<file path="config.mk">
export PLATFORM = sky130hd
export DESIGN_NAME = eq_serial_ctrl
export DESIGN_NICKNAME = d
export VERILOG_FILES = /design/src/rtl/eq_ctrl_pkg.sv /design/src/rtl/eq_pin_sync.sv /design/src/rtl/eq_frame_rx.sv /design/src/rtl/eq_cmd_decode.sv /design/src/rtl/eq_reg_bank.sv /design/src/rtl/eq_serial_ctrl.sv
export SDC_FILE = /design/constraint.sdc
export NUM_CORES = 1
export LEC_CHECK = 0
export ABC_CLOCK_PERIOD_IN_PS = 3460
export BUFFER_PORTS_ARGS = -buffer_cell sky130_fd_sc_hd__buf_2
export CAP_MARGIN = 15
export CORE_AREA = 2 2 87 152
export DETAILED_ROUTE_END_ITERATION = 10
export DIE_AREA = 0 0 89 154
export PLACE_DENSITY = 0.69
export SLEW_MARGIN = 5
export SYNTH_ARGS = -nofsm -noshare
export SYNTH_HDL_FRONTEND = slang
export SYNTH_HIERARCHICAL = 1
export SYNTH_SLANG_ARGS = --single-unit
</file>
<file path="constraint.sdc">
create_clock -name clk -period 3.46 [get_ports clk]
set_clock_uncertainty 0.05 [all_clocks]
set_input_delay 0.346 -clock clk [delete_from_list [all_inputs] [get_ports clk]]
set_output_delay 0.346 -clock clk [all_outputs]
set_load 0.05 [all_outputs]
</file>
<file path="src/rtl/eq_ctrl_pkg.sv">
package eq_ctrl_pkg;
  localparam int ADDR_W    = 8;
  localparam int DATA_W    = 20;
  localparam int FRAME_LEN = ADDR_W + DATA_W;
  localparam int NUM_CH    = 2;
  localparam int NUM_BANDS = 4;
  localparam int FREQ_W    = 4;
  localparam int GAIN_W    = 4;
  localparam int Q_W       = 3;
  localparam int BAND_W    = 3;
  localparam int BIDX_W    = $clog2(NUM_BANDS);
  localparam int FREQ_MAX  = 10;
  localparam int GAIN_MAX  = 12;
  localparam int GAIN_ZERO = 6;

  // data-word field positions (decoded by the neighbour module)
  localparam int POS_Q     = 0;
  localparam int POS_DBL   = POS_Q + Q_W;
  localparam int POS_BAND  = POS_DBL + 1;
  localparam int POS_CH    = POS_BAND + BAND_W;
  localparam int POS_FREQ  = POS_CH + NUM_CH;
  localparam int POS_GAIN  = POS_FREQ + FREQ_W;
  localparam int DATA_USED = POS_GAIN + GAIN_W;

  typedef struct packed {
    logic              hit;
    logic [BIDX_W-1:0] idx;
    logic              shelf_wr;
    logic              shelf_val;
  } band_sel_t;

  typedef struct packed {
    logic [NUM_CH-1:0] ch_mask;
    band_sel_t         band;
    logic              freq_en;
    logic [FREQ_W-1:0] freq;
    logic              gain_en;
    logic [GAIN_W-1:0] gain;
    logic [Q_W-1:0]    q;
    logic              dbl;
  } eq_cmd_t;

  function automatic logic freq_ok(input logic [FREQ_W-1:0] code);
    return code <= FREQ_W'(FREQ_MAX);
  endfunction

  function automatic logic gain_ok(input logic [GAIN_W-1:0] code);
    return code <= GAIN_W'(GAIN_MAX);
  endfunction

  function automatic band_sel_t band_lookup(input logic [BAND_W-1:0] code);
    band_sel_t r;
    r = '0;
    case (code)
      3'b001: begin r.hit = 1'b1; r.idx = 2'd0; r.shelf_wr = 1'b1; r.shelf_val = 1'b0; end
      3'b110: begin r.hit = 1'b1; r.idx = 2'd0; r.shelf_wr = 1'b1; r.shelf_val = 1'b1; end
      3'b010: begin r.hit = 1'b1; r.idx = 2'd1; end
      3'b011: begin r.hit = 1'b1; r.idx = 2'd2; end
      3'b101: begin r.hit = 1'b1; r.idx = 2'd3; end
      default: r = '0;
    endcase
    return r;
  endfunction
endpackage

</file>
<file path="src/rtl/eq_pin_sync.sv">
module eq_pin_sync #(
  parameter int WIDTH  = 3,
  parameter int STAGES = 2
) (
  input  logic             clk,
  input  logic             rst_n,
  input  logic [WIDTH-1:0] din,
  output logic [WIDTH-1:0] dout
);
  logic [WIDTH-1:0] chain [STAGES];

  always_ff @(posedge clk or negedge rst_n) begin
    if (!rst_n) begin
      for (int i = 0; i < STAGES; i++) chain[i] <= '0;
    end else begin
      chain[0] <= din;
      for (int i = 1; i < STAGES; i++) chain[i] <= chain[i-1];
    end
  end

  assign dout = chain[STAGES-1];
endmodule

</file>
<file path="src/rtl/eq_frame_rx.sv">
module eq_frame_rx
  import eq_ctrl_pkg::*;
#(
  parameter logic [ADDR_W-1:0] DEV_ADDR = 8'hA6
) (
  input  logic                 clk,
  input  logic                 rst_n,
  input  logic                 ce_lvl_i,
  input  logic                 sck_lvl_i,
  input  logic                 sd_lvl_i,
  output logic                 commit_o,
  output logic [DATA_USED-1:0] word_o
);
  localparam int CNT_W = $clog2(FRAME_LEN + 2);
  localparam logic [CNT_W-1:0] CNT_FULL = CNT_W'(FRAME_LEN);
  localparam logic [CNT_W-1:0] CNT_OVER = CNT_W'(FRAME_LEN + 1);

  logic                 ce_prev_q, sck_prev_q;
  logic [FRAME_LEN-1:0] shr_q;
  logic [CNT_W-1:0]     cnt_q;

  // named internal events
  logic ce_rise, ce_fall, sck_rise, shift_en, len_ok, addr_ok;
  assign ce_rise  = ce_lvl_i & ~ce_prev_q;
  assign ce_fall  = ~ce_lvl_i & ce_prev_q;
  assign sck_rise = sck_lvl_i & ~sck_prev_q;
  assign shift_en = sck_rise & ce_lvl_i & ~ce_rise;
  assign len_ok   = (cnt_q == CNT_FULL);
  assign addr_ok  = (shr_q[ADDR_W-1:0] == DEV_ADDR);

  always_ff @(posedge clk or negedge rst_n) begin
    if (!rst_n) begin
      ce_prev_q  <= 1'b0;
      sck_prev_q <= 1'b0;
      shr_q      <= '0;
      cnt_q      <= '0;
    end else begin
      ce_prev_q  <= ce_lvl_i;
      sck_prev_q <= sck_lvl_i;
      if (ce_rise) begin
        shr_q <= '0;
        cnt_q <= '0;
      end else if (shift_en) begin
        shr_q <= {sd_lvl_i, shr_q[FRAME_LEN-1:1]};
        if (cnt_q != CNT_OVER) cnt_q <= cnt_q + 1'b1;
      end
    end
  end

  assign commit_o = ce_fall & len_ok & addr_ok;
  assign word_o   = shr_q[ADDR_W +: DATA_USED];

  assert_cnt_restart_R2: assert property (@(posedge clk) disable iff (!rst_n)
    ce_rise |=> (cnt_q == '0));
  assert_no_shift_idle_R1: assert property (@(posedge clk) disable iff (!rst_n)
    !ce_lvl_i |=> $stable(shr_q));
endmodule

</file>
<file path="src/rtl/eq_cmd_decode.sv">
module eq_cmd_decode
  import eq_ctrl_pkg::*;
(
  input  logic [DATA_USED-1:0] word_i,
  output eq_cmd_t              cmd_o
);
  logic [FREQ_W-1:0] f_code;
  logic [GAIN_W-1:0] g_code;

  assign f_code = word_i[POS_FREQ +: FREQ_W];
  assign g_code = word_i[POS_GAIN +: GAIN_W];

  always_comb begin
    cmd_o         = '0;
    cmd_o.ch_mask = word_i[POS_CH +: NUM_CH];
    cmd_o.band    = band_lookup(word_i[POS_BAND +: BAND_W]);
    cmd_o.freq    = f_code;
    cmd_o.freq_en = freq_ok(f_code);
    cmd_o.gain    = g_code;
    cmd_o.gain_en = gain_ok(g_code);
    cmd_o.q       = word_i[POS_Q +: Q_W];
    cmd_o.dbl     = word_i[POS_DBL];
  end
endmodule

</file>
<file path="src/rtl/eq_reg_bank.sv">
module eq_reg_bank
  import eq_ctrl_pkg::*;
(
  input  logic                               clk,
  input  logic                               rst_n,
  input  logic                               commit_i,
  input  eq_cmd_t                            cmd_i,
  output logic [NUM_BANDS-1:0][FREQ_W-1:0]   freq_o [NUM_CH],
  output logic [NUM_BANDS-1:0][GAIN_W-1:0]   gain_o [NUM_CH],
  output logic [NUM_BANDS-1:0][Q_W-1:0]      q_o    [NUM_CH],
  output logic [NUM_CH-1:0]                  shelf_o,
  output logic                               dbl_o
);
  localparam int CH_BITS   = NUM_BANDS * (FREQ_W + GAIN_W + Q_W);
  localparam int FLAT_W    = NUM_CH * CH_BITS + NUM_CH + 1;

  logic [NUM_CH-1:0][NUM_BANDS-1:0] wr_band;
  logic [NUM_CH-1:0]                wr_shelf;

  always_comb begin
    for (int c = 0; c < NUM_CH; c++) begin
      wr_shelf[c] = commit_i & cmd_i.ch_mask[c] & cmd_i.band.shelf_wr;
      for (int b = 0; b < NUM_BANDS; b++)
        wr_band[c][b] = commit_i & cmd_i.ch_mask[c] & cmd_i.band.hit &
                        (cmd_i.band.idx == BIDX_W'(b));
    end
  end

  always_ff @(posedge clk or negedge rst_n) begin
    if (!rst_n) begin
      for (int c = 0; c < NUM_CH; c++) begin
        for (int b = 0; b < NUM_BANDS; b++) begin
          freq_o[c][b] <= '0;
          gain_o[c][b] <= GAIN_W'(GAIN_ZERO);
          q_o[c][b]    <= '0;
        end
      end
      shelf_o <= '0;
      dbl_o   <= 1'b0;
    end else begin
      for (int c = 0; c < NUM_CH; c++) begin
        for (int b = 0; b < NUM_BANDS; b++) begin
          if (wr_band[c][b]) begin
            if (cmd_i.freq_en) freq_o[c][b] <= cmd_i.freq;
            if (cmd_i.gain_en) gain_o[c][b] <= cmd_i.gain;
            q_o[c][b] <= cmd_i.q;
          end
        end
        if (wr_shelf[c]) shelf_o[c] <= cmd_i.band.shelf_val;
      end
      if (commit_i) dbl_o <= cmd_i.dbl;
    end
  end

  logic [FLAT_W-1:0] bank_flat;
  always_comb begin
    bank_flat = '0;
    for (int c = 0; c < NUM_CH; c++)
      bank_flat[c*CH_BITS +: CH_BITS] = {freq_o[c], gain_o[c], q_o[c]};
    bank_flat[NUM_CH*CH_BITS +: NUM_CH] = shelf_o;
    bank_flat[FLAT_W-1] = dbl_o;
  end

  assert_hold_between_frames_R1: assert property (@(posedge clk) disable iff (!rst_n)
    !$stable(bank_flat) |-> $past(commit_i));
  assert_dbl_copy_R9: assert property (@(posedge clk) disable iff (!rst_n)
    commit_i |=> (dbl_o == $past(cmd_i.dbl)));
  assert_shelf_source_R5: assert property (@(posedge clk) disable iff (!rst_n)
    !$stable(shelf_o) |-> $past(commit_i && cmd_i.band.shelf_wr));

  for (genvar c = 0; c < NUM_CH; c++) begin : g_ch
    for (genvar b = 0; b < NUM_BANDS; b++) begin : g_band
      assert_freq_range_R6: assert property (@(posedge clk) disable iff (!rst_n)
        freq_o[c][b] <= FREQ_W'(FREQ_MAX));
      assert_gain_range_R7: assert property (@(posedge clk) disable iff (!rst_n)
        gain_o[c][b] <= GAIN_W'(GAIN_MAX));
    end
  end
endmodule

</file>
<file path="src/rtl/eq_serial_ctrl.sv">
module eq_serial_ctrl
  import eq_ctrl_pkg::*;
#(
  parameter logic [ADDR_W-1:0] DEV_ADDR    = 8'hA6,
  parameter int                SYNC_STAGES = 2
) (
  input  logic                          clk,
  input  logic                          rst_n,
  input  logic                          ce_i,
  input  logic                          sclk_i,
  input  logic                          sdat_i,
  output logic                          dbl_o,
  output logic                          shelf_l_o,
  output logic                          shelf_r_o,
  output logic [NUM_BANDS*FREQ_W-1:0]   freq_l_o,
  output logic [NUM_BANDS*FREQ_W-1:0]   freq_r_o,
  output logic [NUM_BANDS*GAIN_W-1:0]   gain_l_o,
  output logic [NUM_BANDS*GAIN_W-1:0]   gain_r_o,
  output logic [NUM_BANDS*Q_W-1:0]      q_l_o,
  output logic [NUM_BANDS*Q_W-1:0]      q_r_o
);
  logic [2:0]                        pins_s;
  logic                              commit;
  logic [DATA_USED-1:0]              word;
  eq_cmd_t                           cmd;
  logic [NUM_BANDS-1:0][FREQ_W-1:0]  freq_q [NUM_CH];
  logic [NUM_BANDS-1:0][GAIN_W-1:0]  gain_q [NUM_CH];
  logic [NUM_BANDS-1:0][Q_W-1:0]     q_q    [NUM_CH];
  logic [NUM_CH-1:0]                 shelf_q;

  eq_pin_sync #(.WIDTH(3), .STAGES(SYNC_STAGES)) u_sync (
    .clk  (clk),
    .rst_n(rst_n),
    .din  ({sdat_i, sclk_i, ce_i}),
    .dout (pins_s)
  );

  eq_frame_rx #(.DEV_ADDR(DEV_ADDR)) u_rx (
    .clk      (clk),
    .rst_n    (rst_n),
    .ce_lvl_i (pins_s[0]),
    .sck_lvl_i(pins_s[1]),
    .sd_lvl_i (pins_s[2]),
    .commit_o (commit),
    .word_o   (word)
  );

  eq_cmd_decode u_dec (
    .word_i(word),
    .cmd_o (cmd)
  );

  eq_reg_bank u_bank (
    .clk     (clk),
    .rst_n   (rst_n),
    .commit_i(commit),
    .cmd_i   (cmd),
    .freq_o  (freq_q),
    .gain_o  (gain_q),
    .q_o     (q_q),
    .shelf_o (shelf_q),
    .dbl_o   (dbl_o)
  );

  assign freq_l_o  = freq_q[0];
  assign freq_r_o  = freq_q[1];
  assign gain_l_o  = gain_q[0];
  assign gain_r_o  = gain_q[1];
  assign q_l_o     = q_q[0];
  assign q_r_o     = q_q[1];
  assign shelf_l_o = shelf_q[0];
  assign shelf_r_o = shelf_q[1];
endmodule

</file>
* Word level (Yosys, flattened, before mapping) *
Index checks and enable logic that the tools add are counted.
Widths: inputs -> output; s select.

operators by class
  $add $sub $neg = 1
  div/mod/pow operators = 0
  eq/ne operators = 11
  shifts and indexed selects = 0
  $lt $le $gt $ge = 2
  mux-type cells = 7
  reduce and logical (&&, ||, !) cells = 21
  bitwise operators = 25
  $mul = 0

operators by type and width
  kind                 number
  $mux 28              2
  $reduce_and 2->1     17
  $and 1x1->1          21
  $mux 5               3
  $pmux 3 s4           1
  $eq 8x8->1 const B   1
  $le 4x4->1 const B   2
  $eq 3x2->1 const B   2
  $eq 3x3->1 const B   2
  $add 5x1->5 const B  1
  $eq 5x5->1 const B   1
  $ne 5x5->1 const B   1
  $eq 2x2->1 const B   2
  $not 1->1            4
  $pmux 2 s2           1
  $reduce_bool 2->1    2
  $eq 3x1->1 const B   1
  $eq 2x1->1 const B   1
  $logic_not 2->1      1
  $reduce_or 2->1      1

storage, ports and cells
  register bits after elaboration = 132
  output and inout port bits = 91
  ROM bits = 0
  memory bits (writable) = 0
  logic and storage cells = 100
  bits of input ports = 5
  memories = 0
  latch bits = 0

* Logic depth before layout (Yosys ltp) *
Gate-level depths: netlist of the first run.

  depth in word-level cells = 8
  gate-level depth with buffers = 8

* Modules after synthesis *
Netlist of the first run, hierarchy kept.

by module, submodules not included
  module         area each (sq um)  cells each  times used  sequential area each (sq um)
  eq_reg_bank    3532.1             223         1           2297.2
  eq_frame_rx    1636.6             179         1           875.8
  eq_cmd_decode  186.4              26          1           0.0
  eq_pin_sync    172.7              9           1           150.1

* Least setup slack after synthesis of the first run *
No wires, ideal clock.

  path kind = reg-to-reg
  from = register u_rx.shr_q[6]
  to = register u_bank/gain_o[16] (netlist name)
  cell stages (with the launch flop) = 7
  buffers on the path = 1
  data required time = 3.285 ns
  period minus slack after synthesis = 2.298 ns
  setup slack = 1.162 ns
  arrival = 2.123 ns
  cells stage by stage = dfrtp_1 > or4b_1 > nor4_2 > buf_4 > nand4_1 > or3_1 > mux2_2

on the way
  longest elaborated chain between the ends = 6

RTL lines
  item                            RTL line              source
  start: declaration              eq_frame_rx.sv:19     logic [FRAME_LEN-1:0] shr_q;
  start signal: assignment        eq_frame_rx.sv:44     shr_q <= {sd_lvl_i, shr_q[FRAME_LEN-1:1]};
  $eq 8x8->1                      eq_frame_rx.sv:29     assign addr_ok = (shr_q[ADDR_W-1:0] == DEV_ADDR);
  $and 1x1->1                     eq_frame_rx.sv:50     assign commit_o = ce_fall & len_ok & addr_ok;
  net commit                      eq_serial_ctrl.sv:23  logic commit;
  $and 1x1->1 (3 in series)       eq_reg_bank.sv:24     wr_band[c][b] = commit_i & cmd_i.ch_mask[c] & cmd_i.band.hit &
  $reduce_and 2->1 (no line)      n/a
  end signal: indexed assignment  eq_reg_bank.sv:34     gain_o[c][b] <= GAIN_W'(GAIN_ZERO);
  end signal: indexed assignment  eq_reg_bank.sv:45     if (cmd_i.gain_en) gain_o[c][b] <= cmd_i.gain;
  end: declaration                eq_reg_bank.sv:9      output logic [NUM_BANDS-1:0][GAIN_W-1:0] gain_o [NUM_CH],

The timed path passes the listed nets, and every way through them passes these cells.
A chain may end at the register's enable or synchronous reset.

* Final worst setup path of the first run *
  from = register u_rx.shr_q[6]
  to = register u_bank/freq_o[3] (netlist name)

on the way
  longest elaborated chain between the ends = 6

RTL lines
  item                            RTL line              source
  $eq 8x8->1                      eq_frame_rx.sv:29
  $and 1x1->1                     eq_frame_rx.sv:50
  net commit                      eq_serial_ctrl.sv:23
  $and 1x1->1 (3 in series)       eq_reg_bank.sv:24
  $reduce_and 2->1 (no line)      n/a
  end signal: indexed assignment  eq_reg_bank.sv:44     if (cmd_i.freq_en) freq_o[c][b] <= cmd_i.freq;
  end: declaration                eq_reg_bank.sv:8      output logic [NUM_BANDS-1:0][FREQ_W-1:0] freq_o [NUM_CH],

The timed path passes the listed nets, and every way through them passes these cells.

==> qor.txt, run 1 <==
Outcome: complete, no violations
Synth unique cells: 42
Achievable Freq: 392 MHz
Hold WS: 0.299 ns
Remaining global-route overflow: 0
Clock Latency Late Sink: 0.41 ns
Pin count of the biggest net entering global routing: 56
M1 GR Usage: 21.3%
Final nets: 523
Routability congestion estimate: 0.846
CP Launch Type: register
Chip width: 89 um
Power Density: 508 nW/um^2
Setup slack, reg-to-reg: 0.91 ns
Switch Pwr: 0.000676 W
Die ar.: 13700 sq um
Buffers on Ports: 95
RSZ-0062 raised after global routing: false
Initial antenna violation count: 0
Post-synthesis instance total: 437
Final hold vios: 0
Initial core utilization: 44.5%
Met2 usage: 33.2%
Inserted Clock Buffers: 17
Total wire length: 12000 um
Share of post-route cells with drive strength above 1: 46.4%
Diode count: 0
Worst Max-Slew Pin Slew: 0.825 ns
Layout Cells excl Fill: 696
M3 GR Usage: 4.29%
WP buf/inv: 1
CTS Sinks: 132
Tcrit/Tclk final: 73.7%
Worst path top cell family by delay: simple AND/OR/NAND/NOR gates
Design Power: 0.00334 W
Rel. slew slack: 45.0%
Post-Syn Nets: 445
Slowest cell delay on critical path: 0.54 ns
Slowest CP cell: or4b_1
Crit. End Element: register
Final setup fails: 0
Clock Power Share: 51.2%
Core box area: 12400 sq um
Crit-path cells: or4b_1, nor4_2, buf_4, nand4bb_1, nor2_1, mux2_2
Max-cap violations: 0
Root Driver: clkbuf_16
First-pass detailed-route iteration total: 5
Top FF cell, synth: dfrtp_1
Async set-reset flop share out of synthesis: 100%
Post-DP HPWL: 8630 um
Sequential element share of the synthesized area: 60.1%
Final TNS setup: 0 ns
Via density: 5.11
Routed Antenna Nets: 0
Reg clk slew, reported paths: 0.05 ns
Crit path DAT: 2.79 ns
TritonCTS clock tree: done
Gr busiest metal: met2
Avg WL per Cell: 17.2 um
Most frequent cells in the layout: dfrtp_1, buf_2, mux2_2, nand2_1, a21oi_1
Final Cell Area: 6560 sq um
First-pass GRT wire length: 19500 um
Minimum clock period: 2.55 ns
Share of power burned in registers: 46.8%
Drt drc: 0
Leak pwr: 3.31 nW
Logic pwr share: 2.0%
Critical path data required time: 3.70 ns
Switch share: 20.3%
Layout area overhead: 18.7%
R2R Path Start: u_rx/shr_q[6]
Critical path class: register to register
P_int: 0.00266 W
Io pins: 96
Number of cell rows: 54
Vias in the first global route: 3669
Hold Crit Depth: 0
Die H: 154 um
R2r worst-path depth: 6
CTS H-tree lvls: 4
Crit-path max FO: 10
Cells after DPL: 660
Flops & latches, synth: 132
Worst reg2reg path endpoint: u_bank/freq_o[3]
DRT iter0 DRCs: 189
Max-slew violations: 0
Min-Delay Startpoint: u_sync/chain[5]
Longest Clk Path Bufs: 2
Placed cell area: 5950 sq um
Gr usage total: 18.9%
Number of synthesized flops with an enable pin: 0
Syn. warnings: 6
Hold Path End: u_sync/dout[2]
Netlist Area Pre-Place: 5530 sq um
VDD IR max: 0.000363 V
Average footprint of a synthesized cell: 12.6 sq um
Commonest non-fill, non-tap cell in the layout: dfrtp_1
Via count: 3559
Worst min path class: register to register
Fillers: 1125
[synth_stat cells (2+ instances only)]
library cell,count,share of area [%]
clkbuf_1,4,0.27
o21ai_0,2,0.18
buf_2,4,0.36
dfrtp_1,116,53
inv_1,5,0.34
nand2b_1,4,0.45
nor2_1,19,1.3
nand3_1,7,0.63
nand4_1,5,0.57
dfstp_2,16,7.6
nand2_1,60,4.1
nand4b_1,3,0.48
or3_1,3,0.34
or2_2,4,0.45
clkbuf_2,2,0.18
mux2_2,91,19
buf_4,36,4.9
a21oi_1,30,2.7
ha_1,3,0.68
[timing repair]
action,CTS,global route
gates resized for setup,0,0
hold buffers,4,0
hold endpoints to repair,51,0
buffers inserted,0,0
[power groups by stage]
| stage | logic [W] | registers, W | clock network [W] |
|---|---|---|---|
| CTS | 0.0000690 | 0.00156 | 0.00175 |
| finish | 0.0000665 | 0.00156 | 0.00171 |
| global placement | 0.0000633 | 0.00159 | 0 |
| floorplan | 0.0000271 | 0.00158 | 0 |
| detailed placement | 0.0000654 | 0.00159 | 0 |
| global route | 0.0000772 | 0.00156 | 0.00183 |
[registers in the layout (all words and copies together), names as in the netlist]
register	flops
u_rx/shr_q	28
u_bank/freq_o	32
u_bank/shelf_o	2
u_sync/chain	3
u_bank/q_o	24
u_bank/dbl_o	1
u_rx/cnt_q	5
u_rx/ce_prev_q	1
u_bank/gain_o	32
u_sync/dout	3
u_rx/sck_prev_q	1
[per-layer routing]
layer / wire (um) / up-vias
li1: - / 1634
met3: 399 / 21
met2: 6820 / 95
met1: 4410 / 1809
met4: 337 / 0
met5: 0 / -
[layout make-up]
cell class / instances / area, sq um / area share, %
sequential: 132 / 3320 / 50.6
multi-input combinational: 253 / 1870 / 28.5
timing repair buffer: 106 / 571 / 8.69
clock buffer: 22 / 464 / 7.07
tap: 168 / 210 / 3.20
clock inverter: 10 / 108 / 1.64
inverter: 5 / 18.8 / 0.286
[kinds of logic after synthesis]
group,synth area share (%)
flops,60.1
fa+ha+maj,0.679
simple gates,9.82
buf+inv,6.11
mux,18.7
compound gates,4.39
xor+xnor,0.158
[per-stage QoR]
stage          worst slack [ns]  util (%)
2_1_floorplan              1.16         -
3_3_place_gp              0.911      47.9
3_5_place_dp              0.938      47.9
4_1_cts                   0.916      52.8
5_1_grt                   0.786      52.8
6_report                  0.911      52.8
[worst max path at each step]
| stage | cells past startpoint | end | slack, ns | start |
|---|---|---|---|---|
| 6_report | 6 | u_bank/freq_o[3] | 0.91 | u_rx/shr_q[6] |
| 5_1_grt | 6 | u_bank/freq_o[5] | 0.79 | u_rx/shr_q[6] |
| 4_1_cts | 6 | u_bank/freq_o[6] | 0.92 | u_rx/shr_q[6] |
| 3_5_place_dp | 6 | u_bank/freq_o[1] | 0.94 | u_rx/shr_q[6] |
| 3_3_place_gp | 6 | u_bank/freq_o[14] | 0.91 | u_rx/shr_q[6] |
| 2_1_floorplan | 6 | u_bank/gain_o[16] | 1.16 | u_rx/shr_q[6] |
[worst reg2reg max path: stages, from the launching register on]
cell and delay [ns]:
dfrtp_1 0.39, or4b_1 0.54, nor4_2 0.26, buf_4 0.21, nand4bb_1 0.22, nor2_1 0.39, mux2_2 0.38
No activity file was read; power rests on OpenSTA's default activity.
==> run 2, diff against run 1 <==
--- a/config.mk
+++ b/config.mk
@@ -5,13 +5,13 @@
 export SDC_FILE = /design/constraint.sdc
 export NUM_CORES = 1
 export LEC_CHECK = 0
-export ABC_CLOCK_PERIOD_IN_PS = 3460
+export ABC_CLOCK_PERIOD_IN_PS = 2300
 export BUFFER_PORTS_ARGS = -buffer_cell sky130_fd_sc_hd__buf_2
 export CAP_MARGIN = 15
 export CORE_AREA = 2 2 87 152
 export DETAILED_ROUTE_END_ITERATION = 10
 export DIE_AREA = 0 0 89 154
-export PLACE_DENSITY = 0.69
+export PLACE_DENSITY = 0.72
 export SLEW_MARGIN = 5
 export SYNTH_ARGS = -nofsm -noshare
 export SYNTH_HDL_FRONTEND = slang
==> constraint.sdc (replaced) <==
create_clock -name clk -period 2.3 [get_ports clk]
set_clock_uncertainty 0.05 [all_clocks]
set_input_delay 0.23 -clock clk [delete_from_list [all_inputs] [get_ports clk]]
set_output_delay 0.23 -clock clk [all_outputs]
set_load 0.05 [all_outputs]
==> run 2 against run 1 <==
  * The flow now finishes with violations (setup timing)
  * Core utilization increased by 5.2 points
  * Critical path type unchanged
  * Total power increased by 57%
  * Critical endpoint is now u_bank/freq_o[11]
  * Critical path depth increased by 3
  * Sequential power increased by 51%
  * Setup slack got worse by 1.1 ns
==> qor.txt, run 2 (same netlist as run 1, synthesis figures left out) <==
Outcome: finished, violations left
Failing checks: setup timing
Gr usage total: 20.4%
Slowest CP cell: dfrtp_1
Total wire length: 13300 um
Achievable Freq: 403 MHz
Final TNS setup: -5.95 ns
Max-slew violations: 0
R2r worst-path depth: 9
Via count: 3822
Crit. End Element: register
Reg clk slew, reported paths: 0.06 ns
Initial antenna violation count: 0
Slowest cell delay on critical path: 0.38 ns
TritonCTS clock tree: done
Crit-path cells: inv_2, ha_2, nand4_1, nor4_4, buf_6, nand4b_1, nor2_1, buf_4, mux2_2
Vias in the first global route: 4051
Wire length on met2: 7620 um
Setup slack, reg-to-reg: -0.18 ns
First-pass detailed-route iteration total: 4
Number of cell rows: 54
Met1 Routed Length: 4900 um
Cells after DPL: 690
Io pins: 96
Final nets: 561
Longest Clk Path Bufs: 2
CP Launch Type: register
Critical path data required time: 2.55 ns
Share of post-route cells with drive strength above 1: 52.8%
Clock Latency Late Sink: 0.41 ns
Commonest non-fill, non-tap cell in the layout: dfrtp_1
Inserted Clock Buffers: 17
Minimum clock period: 2.48 ns
Final hold vios: 0
DRT iter0 DRCs: 298
Area of the multi-input gates: 2140 sq um
Max layer used: met4
Leak pwr: 3.62 nW
Fillers: 1017
WL met3: 500 um
Layout area overhead: 30.3%
CTS Sinks: 132
VDD IR max: 0.000461 V
Crit-path max FO: 8
Crit path DAT: 2.73 ns
Worst min path class: primary input to async pin
Max-cap violations: 0
Routability congestion estimate: 0.804
Power Density: 725 nW/um^2
First-pass GRT wire length: 21100 um
CTS H-tree lvls: 4
Drt drc: 0
Final setup fails: 67
Most frequent cells in the layout: dfrtp_1, buf_2, nand2_1, mux2_4, mux2_2
Initial core utilization: 44.5%
Rel. slew slack: 60.6%
R2R Path Start: u_rx/cnt_q[0]
RSZ-0062 raised after global routing: true
Diode count: 0
Core box area: 12400 sq um
Critical path class: register to register
Die H: 154 um
Via density: 5.21
Remaining global-route overflow: 0
Die ar.: 13700 sq um
Setup ws final: -0.184 ns
Worst reg2reg path endpoint: u_bank/freq_o[11]
Buffers on Ports: 95
Area occupied by registers: 3320 sq um
Chip width: 89 um
Avg WL per Cell: 18.1 um
Tcrit/Tclk final: 108%
Post-DP HPWL: 8910 um
Largest registers: u_bank/freq_o (32), u_bank/gain_o (32), u_rx/shr_q (28)
Pin count of the biggest net entering global routing: 52
Layout Cells excl Fill: 734
Routed Antenna Nets: 0
Root Driver: clkbuf_16
Worst Max-Slew Pin Slew: 0.588 ns
run 2: how the worst max path moves through the flow:
stage                              from                end  slack [ns]  cells after the start
after floorplan           u_rx/shr_q[6]  u_bank/gain_o[16]       0.002                      6
after global placement    u_rx/shr_q[6]   u_bank/freq_o[3]       -0.21                      7
after detailed placement  u_rx/shr_q[6]      u_bank/q_o[2]       -0.24                      6
after CTS                 u_rx/shr_q[4]      u_bank/q_o[8]       -0.12                      6
after global routing      u_rx/cnt_q[0]   u_bank/freq_o[4]       -0.28                      9
final                     u_rx/cnt_q[0]  u_bank/freq_o[11]       -0.18                      9
run 2: metal layers:
metal	GRT usage (%)	vias up
li1	-	1712
met2	36.8	99
met5	0	-
met4	7.75	0
met1	22.1	1985
met3	5.31	26
run 2: critical path: cells and delay by family, from the launching register on:
| family | cells | cell delay (ns) |
|---|---|---|
| and+or+nand+nor | 4 | 1.02 |
| adders and majority gates | 1 | 0.16 |
| buffers and inverters | 3 | 0.40 |
| DFF | 1 | 0.38 |
| muxes | 1 | 0.34 |
run 2: final cells by class:
type,instances,area share [%]
tap,168,2.92
inverter,5,0.261
clock buffer,21,6.39
multi-input combinational,253,29.8
sequential,132,46.1
clock inverter,11,2.07
timing repair buffer,144,12.5
run 2: metrics by stage:
stage / power, W / area [sq um] / setup WS, ns / hold WS (ns) / utilization [%]
6_report: 0.00522 / 7200 / -0.184 / 0.298 / 58.0
5_1_grt: 0.00539 / 7200 / -0.277 / 0.317 / 58.0
4_1_cts: 0.00525 / 7000 / -0.115 / 0.300 / 56.3
3_5_place_dp: 0.00249 / 6190 / -0.239 / 0.215 / 49.8
3_3_place_gp: 0.00249 / 6190 / -0.213 / 0.202 / 49.8
2_1_floorplan: 0.00242 / 5530 / 0.00202 / -0.116 / -
run 2: power breakdown:
part	switching (W)	leakage, nW	internal (W)
sequential	0.00000810	1.77	0.00234
combinational	0.0000823	1.56	0.0000361
clock	0.000991	0.290	0.00177
run 2: timing repair:
item	CTS	global route
hold endpoints to repair	41	0
buffers inserted	7	5
gates resized for setup	30	52
pin swaps	9	11
hold buffers	4	0
setup endpoints to repair	88	89
==> run 3, diff against run 2 <==
--- a/config.mk
+++ b/config.mk
@@ -11,7 +11,7 @@
 export CORE_AREA = 2 2 87 152
 export DETAILED_ROUTE_END_ITERATION = 10
 export DIE_AREA = 0 0 89 154
-export PLACE_DENSITY = 0.72
+export PLACE_DENSITY = 0.76
 export SLEW_MARGIN = 5
 export SYNTH_ARGS = -nofsm -noshare
 export SYNTH_HDL_FRONTEND = slang
==> run 3 against run 2 <==
  * The flow still finishes with violations (setup timing)
  * Wire length rose by 0.72%
  * Critical path depth fell by 2
  * Largest power group unchanged
  * Die area did not move
  * Count of clock-buffer cells in the layout fell by 3
  * Flip-flop and latch count did not move
  * Combinational power barely moved
  * Setup slack improved by 0.055 ns
  * Register-to-register slack improved by 0.05 ns
  * Cell count fell by 0.27%
  * Highest routed layer unchanged
  * Total power fell by 0.32%
==> qor.txt, run 3 (same netlist as run 1, synthesis figures left out) <==
Outcome: finished, violations left
Failing checks: setup timing
CTS H-tree lvls: 4
Chip width: 89 um
First-pass detailed-route iteration total: 4
Setup ws final: -0.130 ns
Inserted Clock Buffers: 17
Initial core utilization: 44.5%
Leak pwr: 3.60 nW
Die ar.: 13700 sq um
Tcrit/Tclk final: 106%
Area of the multi-input gates: 2190 sq um
Clock Latency Late Sink: 0.41 ns
Buffers on Ports: 95
Critical path class: register to register
Io pins: 96
R2R Path Start: u_rx/shr_q[6]
Fillers: 979
Setup slack, reg-to-reg: -0.13 ns
Commonest non-fill, non-tap cell in the layout: dfrtp_1
Reg clk slew, reported paths: 0.06 ns
Max-cap violations: 0
CP endpoint: u_bank/q_o[14]
Crit path DAT: 2.67 ns
Initial antenna violation count: 0
Power Density: 719 nW/um^2
R2r worst-path depth: 7
Routability congestion estimate: 0.762
Number of cell rows: 54
Crit-path max FO: 4
Diode count: 0
First-pass GRT wire length: 20200 um
Crit. End Element: register
Worst min path class: primary input to async pin
Final nets: 559
Root Driver: clkbuf_16
Final Cell Area: 7240 sq um
Longest Clk Path Bufs: 2
Total wire length: 13400 um
Area occupied by registers: 3320 sq um
Final setup fails: 75
DRT iter0 DRCs: 310
RSZ-0062 raised after global routing: true
Core box area: 12400 sq um
Via density: 5.26
Gr usage total: 19.3%
Die H: 154 um
Worst reg2reg path endpoint: u_bank/q_o[14]
Routed Antenna Nets: 0
Worst Max-Slew Pin Slew: 0.578 ns
CTS Sinks: 132
Critical path data required time: 2.54 ns
Remaining global-route overflow: 0
Most frequent cells in the layout: dfrtp_1, buf_2, nand2_1, mux2_4, mux2_2
VDD IR max: 0.000490 V
Drt drc: 0
Pin count of the biggest net entering global routing: 72
CP Launch Type: register
Final hold vios: 0
Largest registers: u_bank/freq_o (32), u_bank/gain_o (32), u_rx/shr_q (28)
Via count: 3848
Achievable Freq: 412 MHz
Cells after DPL: 685
Minimum clock period: 2.43 ns
Post-DP HPWL: 8880 um
Hold WS: 0.201 ns
Avg WL per Cell: 18.3 um
Vias in the first global route: 3994
TritonCTS clock tree: done
Rel. slew slack: 61.3%
Worst Setup SP: u_rx/shr_q[6]
Max-slew violations: 0
Layout area overhead: 31.0%
Final Core Density: 58.2%
Placed cell area: 6150 sq um
Share of post-route cells with drive strength above 1: 53.5%
Layout Cells excl Fill: 732
[run 3: changes by cell type in the layout (fill, tap and decap cells not counted), moves of 2 or more]
cell,change
mux2_2,-6
mux2_4,+6
buf_4,-3
clkinvlp_4,+3
nor2_1,-3
clkbuf_8,-2
clkinv_2,-2
clkinv_4,+2
nor2_4,+2
[run 3: worst min-delay path by stage]
stage | end | cells after the start | slack [ns]
after floorplan | u_bank/dbl_o | 0 | -0.12
after global placement | u_bank/freq_o[30] | 1 | 0.09
after detailed placement | u_bank/freq_o[26] | 1 | 0.1
after CTS | u_bank/freq_o[25] | 2 | 0.20
after global routing | u_bank/freq_o[30] | 2 | 0.20
final | u_bank/freq_o[30] | 2 | 0.20
[run 3: area by class of cell]
cell class | count | share of cell area [%]
clock buffer | 18 | 5.93
clock inverter | 14 | 2.47
tap | 168 | 2.90
sequential | 132 | 45.9
inverter | 5 | 0.259
multi-input combinational | 253 | 30.3
timing repair buffer | 142 | 12.3
[run 3: what timing repair did]
| item | in CTS | in global routing |
|---|---|---|
| cloned | 1 | 0 |
| pin swaps | 7 | 10 |
| setup buffers | 2 | 9 |
| hold buffers | 4 | 0 |
| endpoints found under the setup margin | 86 | 88 |
| endpoints found under the hold margin | 24 | 0 |
| resized for setup | 17 | 78 |
[run 3: worst max-delay path, stage by stage (launching register included)]
cell	delay [ns]
dfrtp_1	0.39
or4b_4	0.56
nor4_4	0.17
buf_4	0.18
buf_4	0.10
nand3_2	0.16
or3_4	0.42
mux2_2	0.28
[run 3: power breakdown]
part | total (W) | switching, W | internal [W]
clock | 0.00274 | 0.00103 | 0.00172
sequential | 0.00235 | 0.00000783 | 0.00234
combinational | 0.000115 | 0.0000834 | 0.0000320
total | 0.00521 | 0.00112 | 0.00408
[run 3: routing by layer]
metal / vias up / routed length [um] / global-route usage (%) / part of all wire, %
li1: 1699 / - / - / -
met1: 1977 / 5060 / 21.5 / 38
met2: 138 / 7370 / 34.0 / 55
met3: 34 / 550 / 4.35 / 4.1
met4: 0 / 419 / 8.96 / 3.1
met5: - / 0 / 0 / 0
[run 3: through the flow]
| stage | total power (W) | setup TNS [ns] | worst slack (ns) |
|---|---|---|---|
| 2_1_floorplan | 0.00242 | 0 | 0.00202 |
| 3_3_place_gp | 0.00249 | -3.46 | -0.0900 |
| 3_5_place_dp | 0.00249 | -7.82 | -0.175 |
| 4_1_cts | 0.00524 | -0.431 | -0.0805 |
| 5_1_grt | 0.00536 | -11.56 | -0.199 |
| 6_report | 0.00521 | -4.64 | -0.130 |
